**config.mk**
```make
export PLATFORM = sky130hd
export DESIGN_NAME = dma_stat_irq
export DESIGN_NICKNAME = d
export VERILOG_FILES = /design/src/rtl/dma_stat_pkg.sv /design/src/rtl/dma_stat_sticky.sv /design/src/rtl/dma_stat_irqgate.sv /design/src/rtl/dma_stat_regif.sv /design/src/rtl/dma_stat_irq.sv
export SDC_FILE = /design/constraint.sdc
export NUM_CORES = 1
export LEC_CHECK = 0
export ABC_AREA = 1
export BUFFER_PORTS_ARGS = -buffer_cell sky130_fd_sc_hd__buf_4
export CAP_MARGIN = 20
export CORE_MARGIN = 1.5
export CORE_UTILIZATION = 28
export CTS_CLUSTER_SIZE = 16
export DETAILED_ROUTE_END_ITERATION = 16
export HOLD_SLACK_MARGIN = 0.15
export MAX_ROUTING_LAYER = met4
export PLACE_DENSITY = 0.63
export REMOVE_ABC_BUFFERS = 1
export SYNTH_ARGS = -nofsm -noshare
export SYNTH_HDL_FRONTEND = slang
export SYNTH_SLANG_ARGS = --single-unit
```
**constraint.sdc**
```tcl
create_clock -name clk -period 0.8 [get_ports clk]
set_clock_uncertainty 0.1 [all_clocks]
set_input_delay 0.12 -clock clk [delete_from_list [all_inputs] [get_ports clk]]
set_output_delay 0.12 -clock clk [all_outputs]
set_load 0.005 [all_outputs]
```
**src/rtl/dma_stat_pkg.sv**
```systemverilog
package dma_stat_pkg;

    localparam int STAT_W  = 8;
    localparam int NUM_EVT = STAT_W - 1;
    localparam int ADDR_W  = 2;

    typedef enum logic [ADDR_W-1:0] {
        REG_STATUS = 2'd0,
        REG_ENABLE = 2'd1,
        REG_MASK   = 2'd2,
        REG_CLEAR  = 2'd3
    } reg_sel_e;

    // Status word, bit 7 first
    typedef struct packed {
        logic mabort;
        logic tabort;
        logic retry;
        logic tmo;
        logic abort;
        logic pause;
        logic done;
        logic busy;
    } stat_t;

    // Decoded register write
    typedef struct packed {
        logic               en_wr;
        logic               en_val;
        logic               mask_wr;
        logic               mask_val;
        logic [NUM_EVT-1:0] clr_sticky;
        logic               clr_pend;
    } wr_cmd_t;

    function automatic wr_cmd_t decode_write(logic we, reg_sel_e sel,
                                             logic [STAT_W-1:0] d);
        wr_cmd_t c;
        c = '0;
        if (we) begin
            case (sel)
                REG_ENABLE: begin
                    c.en_wr  = 1'b1;
                    c.en_val = d[0];
                end
                REG_MASK: begin
                    c.mask_wr  = 1'b1;
                    c.mask_val = d[0];
                end
                REG_CLEAR: begin
                    c.clr_sticky = d[STAT_W-1:1];
                    c.clr_pend   = d[0];
                end
                default: ;
            endcase
        end
        return c;
    endfunction

endpackage

```
**src/rtl/dma_stat_sticky.sv**
```systemverilog
module dma_stat_sticky
    import dma_stat_pkg::*;
(
    input  logic               clk,
    input  logic               rst,
    input  logic               start,
    input  logic [NUM_EVT-1:0] evt,
    input  logic [NUM_EVT-1:0] clr,
    output logic [NUM_EVT-1:0] sts
);

    for (genvar g = 0; g < NUM_EVT; g++) begin : g_bit
        always_ff @(posedge clk) begin
            if (rst)
                sts[g] <= 1'b0;
            else if (evt[g])
                sts[g] <= 1'b1;
            else if (start || clr[g])
                sts[g] <= 1'b0;
        end

        AST_EVT_WINS: assert property (@(posedge clk) disable iff (rst)
            evt[g] |=> sts[g]);
        AST_CLR_DROPS: assert property (@(posedge clk) disable iff (rst)
            (start || clr[g]) && !evt[g] |=> !sts[g]);
        AST_STICKY_HOLD: assert property (@(posedge clk) disable iff (rst)
            !start && !clr[g] && !evt[g] |=> $stable(sts[g]));
    end

    AST_STS_RESET: assert property (@(posedge clk)
        rst |=> sts == '0);

endmodule

```
**src/rtl/dma_stat_irqgate.sv**
```systemverilog
module dma_stat_irqgate
    import dma_stat_pkg::*;
(
    input  logic    clk,
    input  logic    rst,
    input  logic    any_evt,
    input  wr_cmd_t cmd,
    output logic    pend,
    output logic    en,
    output logic    msk,
    output logic    irq_o
);

    always_ff @(posedge clk) begin
        if (rst) begin
            pend <= 1'b0;
            en   <= 1'b0;
            msk  <= 1'b1;
        end else begin
            if (any_evt)
                pend <= 1'b1;
            else if (cmd.clr_pend)
                pend <= 1'b0;
            if (cmd.en_wr)
                en <= cmd.en_val;
            if (cmd.mask_wr)
                msk <= cmd.mask_val;
        end
    end

    assign irq_o = pend & en & ~msk;

    AST_PEND_SET: assert property (@(posedge clk) disable iff (rst)
        any_evt |=> pend);
    AST_PEND_CLR: assert property (@(posedge clk) disable iff (rst)
        cmd.clr_pend && !any_evt |=> !pend);
    AST_IRQ_NEEDS_PEND: assert property (@(posedge clk) disable iff (rst)
        irq_o |-> pend);
    AST_GATE_RESET: assert property (@(posedge clk)
        rst |=> !pend && !en && msk && !irq_o);

endmodule

```
**src/rtl/dma_stat_regif.sv**
```systemverilog
module dma_stat_regif
    import dma_stat_pkg::*;
(
    input  logic              reg_we,
    input  logic [ADDR_W-1:0] reg_addr,
    input  logic [STAT_W-1:0] reg_wdata,
    input  stat_t             status,
    input  logic              en,
    input  logic              msk,
    output wr_cmd_t           cmd,
    output logic [STAT_W-1:0] reg_rdata
);

    reg_sel_e sel;

    assign sel = reg_sel_e'(reg_addr);
    assign cmd = decode_write(reg_we, sel, reg_wdata);

    always_comb begin
        case (sel)
            REG_STATUS: reg_rdata = status;
            REG_ENABLE: reg_rdata = {{(STAT_W-1){1'b0}}, en};
            REG_MASK:   reg_rdata = {{(STAT_W-1){1'b0}}, msk};
            default:    reg_rdata = '0;
        endcase
    end

    always_comb begin
        if (sel == REG_CLEAR)
            AST_CLEAR_READS_ZERO: assert (reg_rdata == '0);
    end

endmodule

```
**src/rtl/dma_stat_irq.sv**
```systemverilog
module dma_stat_irq
    import dma_stat_pkg::*;
(
    input  logic              clk,
    input  logic              rst,
    input  logic              reg_we,
    input  logic [ADDR_W-1:0] reg_addr,
    input  logic [STAT_W-1:0] reg_wdata,
    output logic [STAT_W-1:0] reg_rdata,
    input  logic              eng_start,
    input  logic              eng_busy,
    input  logic [NUM_EVT-1:0] eng_evt,
    output logic              irq_o
);

    wr_cmd_t            cmd;
    logic [NUM_EVT-1:0] sts;
    logic               pend;
    logic               en;
    logic               msk;
    stat_t              status;

    assign status = stat_t'({sts, eng_busy});

    dma_stat_regif i_regif (
        .reg_we    (reg_we),
        .reg_addr  (reg_addr),
        .reg_wdata (reg_wdata),
        .status    (status),
        .en        (en),
        .msk       (msk),
        .cmd       (cmd),
        .reg_rdata (reg_rdata)
    );

    dma_stat_sticky i_sticky (
        .clk   (clk),
        .rst   (rst),
        .start (eng_start),
        .evt   (eng_evt),
        .clr   (cmd.clr_sticky),
        .sts   (sts)
    );

    dma_stat_irqgate i_gate (
        .clk     (clk),
        .rst     (rst),
        .any_evt (|eng_evt),
        .cmd     (cmd),
        .pend    (pend),
        .en      (en),
        .msk     (msk),
        .irq_o   (irq_o)
    );

    AST_START_KEEPS_PEND: assert property (@(posedge clk) disable iff (rst)
        eng_start && !cmd.clr_pend |=> pend == $past(pend) || pend);

endmodule

```
# After elaboration in Yosys (flattened, before gate mapping)
# Index checks and enable logic that the tools add are counted.
# totals
output_inout_bits,9
ff_bits,10
# classes
eq_ne,3
mux,21
reduce_logical,17
bitwise,3
# op_table
cell,count
$pmux 8 s3,1
$mux 1,16
$reduce_bool 2->1,8
$mux 12,1
$mux 8,1
$logic_or 1x1->1,7
$reduce_or 7->1,1
$eq 2x2->1 const B,2
$mux 2,2
$and 1x1->1,2
$eq 2x1->1 const B,1
$logic_not 2->1,1
$not 1->1,1

# Longest topological paths before layout
# logic_depth
depth_word,6
mapped_depth,5
mapped_depth_nobuf,5

# Cells and area by module
# Synthesis repeated with hierarchy kept, for this count alone.
# hier_totals
cells_unflattened,111
hier_area_um2,616.8
# by_module_without_submodules
module,cells_per_inst,instances,seq_area_each_um2,area_each_um2
dma_stat_sticky,36,1,140.1,266.5
dma_stat_regif,45,1,0.0,185.2
dma_stat_irqgate,18,1,60.1,120.1
dma_stat_irq,12,1,0.0,45.0

# Worst setup path before layout
# No wires, ideal clock.
# synth_timing
path_kind,register -> register
from,register i_sticky.sts[0] (netlist name)
to,register i_sticky.sts[0]
setup_time_ns,0.070
path_buffers,0
stages_incl_launch_ff,5
slack_ns,0.086
arrival_ns,0.543
cell_sequence,dfxtp_1 -> inv_1 -> nor2_1 -> o21ai_1 -> a21oi_1
# synth_lines
element,line_no,text
end signal: indexed assignment,dma_stat_sticky.sv:15,sts[g] <= 1'b0;
end signal: indexed assignment,dma_stat_sticky.sv:17,sts[g] <= 1'b1;
end signal: indexed assignment,dma_stat_sticky.sv:19,sts[g] <= 1'b0;
end: declaration,dma_stat_sticky.sv:9,output logic [NUM_EVT-1:0] sts

# Worst setup path in the final report
# layout_timing
from,register i_gate.en
to,output port irq_o
# layout_via
elab_chain_cells,2
# layout_rtl
element,line_no,text
start: declaration,dma_stat_irqgate.sv:9,"output logic en,"
start signal: assignment,dma_stat_irqgate.sv:25,en <= cmd.en_val;
$and 1x1->1 (2 in series),dma_stat_irqgate.sv:31,assign irq_o = pend & en & ~msk;
end: declaration,dma_stat_irq.sv:13,output logic irq_o
# Every way passes these cells.

==> flow_metrics.py <==
metrics = {
    "critical_path": {
        "r2r_cells": 5,
        "critPathMaxStageDelay_ps": 350,
        "r2r-start": "i_sticky.sts[3]",
        "worstPathArrival_ps": 870,
        "cp_cell_sequence": "nand2_2, nor2_1, buf_4",
        "crit_slowest_cell": "dfxtp_2",
        "cp-endpoint": "irq_o",
        "setup.worst_path.class": "register to output pin",
        "crit_fanout": 3,
        "crit_start": "i_gate.en",
        "reg2reg_slack_ps": -120,
        "r2r_end": "i_sticky.sts[3]",
        "crit_path_start_kind": "register",
        "cp-end-kind": "output pin",
        "cp.required_ps": 580,
    },
    "pwr": {
        "peakVddDrop_uv": 907.1,
        "cellLeakagePower_nw": 0.4660,
        "p_per_area_nw_per_um2": 1389,
    },
    "clocking": {
        "cts_tree": "built",
        "clock-sinks": 10,
        "clock_path_buffers": 2,
        "numCtsBuffers": 3,
        "worstSkewPairLatency_ps": 270,
        "htree_levels": 1,
        "cts_root_buf": "clkbuf_4",
        "path_clk_slew_ps": 70,
    },
    "run_status": {
        "status": "finished, violations left",
        "violations": "negative hold slack, negative setup slack",
    },
    "route": {
        "firstDrtPassIters": 4,
        "drc": 0,
        "ant_nets": 0,
        "drt_iter0_drc": 4,
        "via_count": 671,
        "totalWireLength_um": 1603,
        "wire_per_inst_um": 10.41,
        "viasPerCell": 4.357,
    },
    "sta": {
        "rsz0062_at_grt": "yes",
        "drv_slew": 0,
        "slew_headroom_pct": 85.44,
        "hold_ws_ps": -12.24,
        "fin_crit_sh_pct": 136.6,
        "fmax_ghz": 0.9153,
        "finalHoldViolations": 10,
        "tightest_slew_ps": 217.7,
        "setup_viol": 14,
        "layout_setup_ws_ps": -292.6,
        "period_minus_slack_ps": 1093,
    },
    "synthesis": {
        "ys_seq_elements": 10,
        "yosysWarnings": 0,
        "synthesis.area_um2": 530.5,
        "syn_inst": 88,
        "ys_seq_area_share_pct": 37.74,
        "synthDistinctLibCells": 12,
        "postSynthAreaPerCell_um2": 6.029,
    },
    "floorplanning": {
        "die_x_um": 46.53,
        "core_area_um2": 1745,
        "dieHeight_um": 46.53,
        "start_util_pct": 30.39,
        "dieArea_um2": 2165,
        "fp-row-count": 15,
        "io_pins": 31,
    },
    "finish": {
        "fin_cells": 154,
        "fin_area_um2": 960.9,
        "drive_gt1_share_pct": 55.81,
        "diodes": 0,
        "nNetsFinal": 152,
        "areaGrowthSynthToFinish_pct": 81.13,
    },
    "global_route": {
        "grt_pass1_wl_um": 2380,
        "antenna_found_initial": 0,
        "grt_overflow": 0,
        "first_global_vias": 615,
        "track_usage_pct": 16.71,
        "grt_max_degree": 13,
    },
    "hold_path": {
        "hp-class": "input pin to register",
    },
    "placed_design": {
        "placed_cell_area_um2": 805.8,
        "gp_congestion": 0.7396,
        "portBuffers": 30,
        "dpl.cell_count": 145,
        "dp.final_hpwl_um": 1079,
    },
    "run": {
        "drv_cap": 0,
    },
}
kinds of logic after synthesis:
| logic type | synth area share (%) |
|---|---|
| AND/OR/NAND/NOR | 31.61 |
| buffers and inverters | 13.44 |
| flip-flops | 37.74 |
| AO/OA/AOI/OAI | 17.22 |
flip-flops by register name (all words and copies together), names as in the netlist:
name and count:
i_sticky.sts 7, i_gate.en 1, i_gate.msk 1, i_gate.pend 1
what timing repair did:
action	4_1_cts	5_1_grt
setup buffers	5	0
hold endpoints to repair	10	10
resized for setup	3	33
setup endpoints to repair	9	16
pin swaps	8	8
stage by stage:
stage	TNS [ps]	power, mW	util [%]	worst slack (ps)
CTS	-2748	1.302	50.90	-303.7
floorplan	0	0.6408	-	86.89
global route	-3614	1.412	55.05	-351.0
finish	-2733	1.334	55.05	-292.6
detailed placement	-2194	0.8035	46.16	-173.3
global placement	-1893	0.8006	46.16	-169.7
synthesized netlist by cell type:
cell type | instances | area [um2]
nand2_2 | 1 | 6.260
a31oi_1 | 1 | 6.260
nor2_1 | 20 | 75.07
buf_4 | 1 | 7.510
inv_1 | 16 | 60.06
nand2_1 | 16 | 60.06
clkbuf_1 | 1 | 3.750
nand4_1 | 1 | 6.260
a21oi_1 | 9 | 45.04
dfxtp_1 | 10 | 200.2
o21ai_1 | 8 | 40.04
nand3_1 | 4 | 20.02
critical path: cells and delay by family, from the launching register on:
kind / cells / cell delay, ps
buf+inv: 1 / 120
flops: 1 / 350
simple gates: 2 / 140
area by class of cell:
class                   instances  area [um2]
inverters                      16       60.06
multi-input cells              60       311.5
well taps                      25       31.28
repair buffers                 39       311.5
flip-flops and latches         10       210.2
clock buffers                   4       36.28
fillers                       194       784.5
worst min-delay path by stage:
stage                       from              end  slack [ps]  depth (start not counted)
floorplan                    rst        i_gate.en          90                          1
CTS                          rst        i_gate.en         -20                          2
detailed placement  reg_wdata[0]       i_gate.msk         270                          3
global route                 rst      i_gate.pend         -20                          2
finish                       rst  i_sticky.sts[5]         -10                          2
global placement    reg_wdata[0]       i_gate.msk         270                          3
routing by layer:
metal | share of wire (%) | up-vias | track usage, %
met5 | 0 | - | -
met4 | 1.1 | 0 | 8.571
met3 | 7.9 | 2 | 5.882
met2 | 50 | 25 | 25.00
met1 | 41 | 291 | 19.53
li1 | - | 353 | -
placed cells by master (no fill, tap or decap):
| master | instances |
|---|---|
| a21oi_1 | 9 |
| a31oi_1 | 1 |
| buf_4 | 34 |
| buf_6 | 5 |
| clkbuf_4 | 3 |
| clkbuf_8 | 1 |
| dfxtp_1 | 2 |
| dfxtp_2 | 8 |
| inv_1 | 9 |
| inv_2 | 7 |
| nand2_1 | 15 |
| nand2_2 | 2 |
| nand3_1 | 3 |
| nand3_2 | 1 |
| nand4_1 | 1 |
| nor2_1 | 11 |
| nor2_2 | 6 |
| nor2_4 | 3 |
| o21ai_1 | 6 |
| o21ai_2 | 2 |
where the power goes:
group | leakage (nW) | switching [mW] | internal (mW)
logic | 0.360 | 0.149 | 0.174
clock network | 0.0210 | 0.189 | 0.277
registers | 0.0851 | 0.0143 | 0.533
No activity file was read; power rests on OpenSTA's default activity.
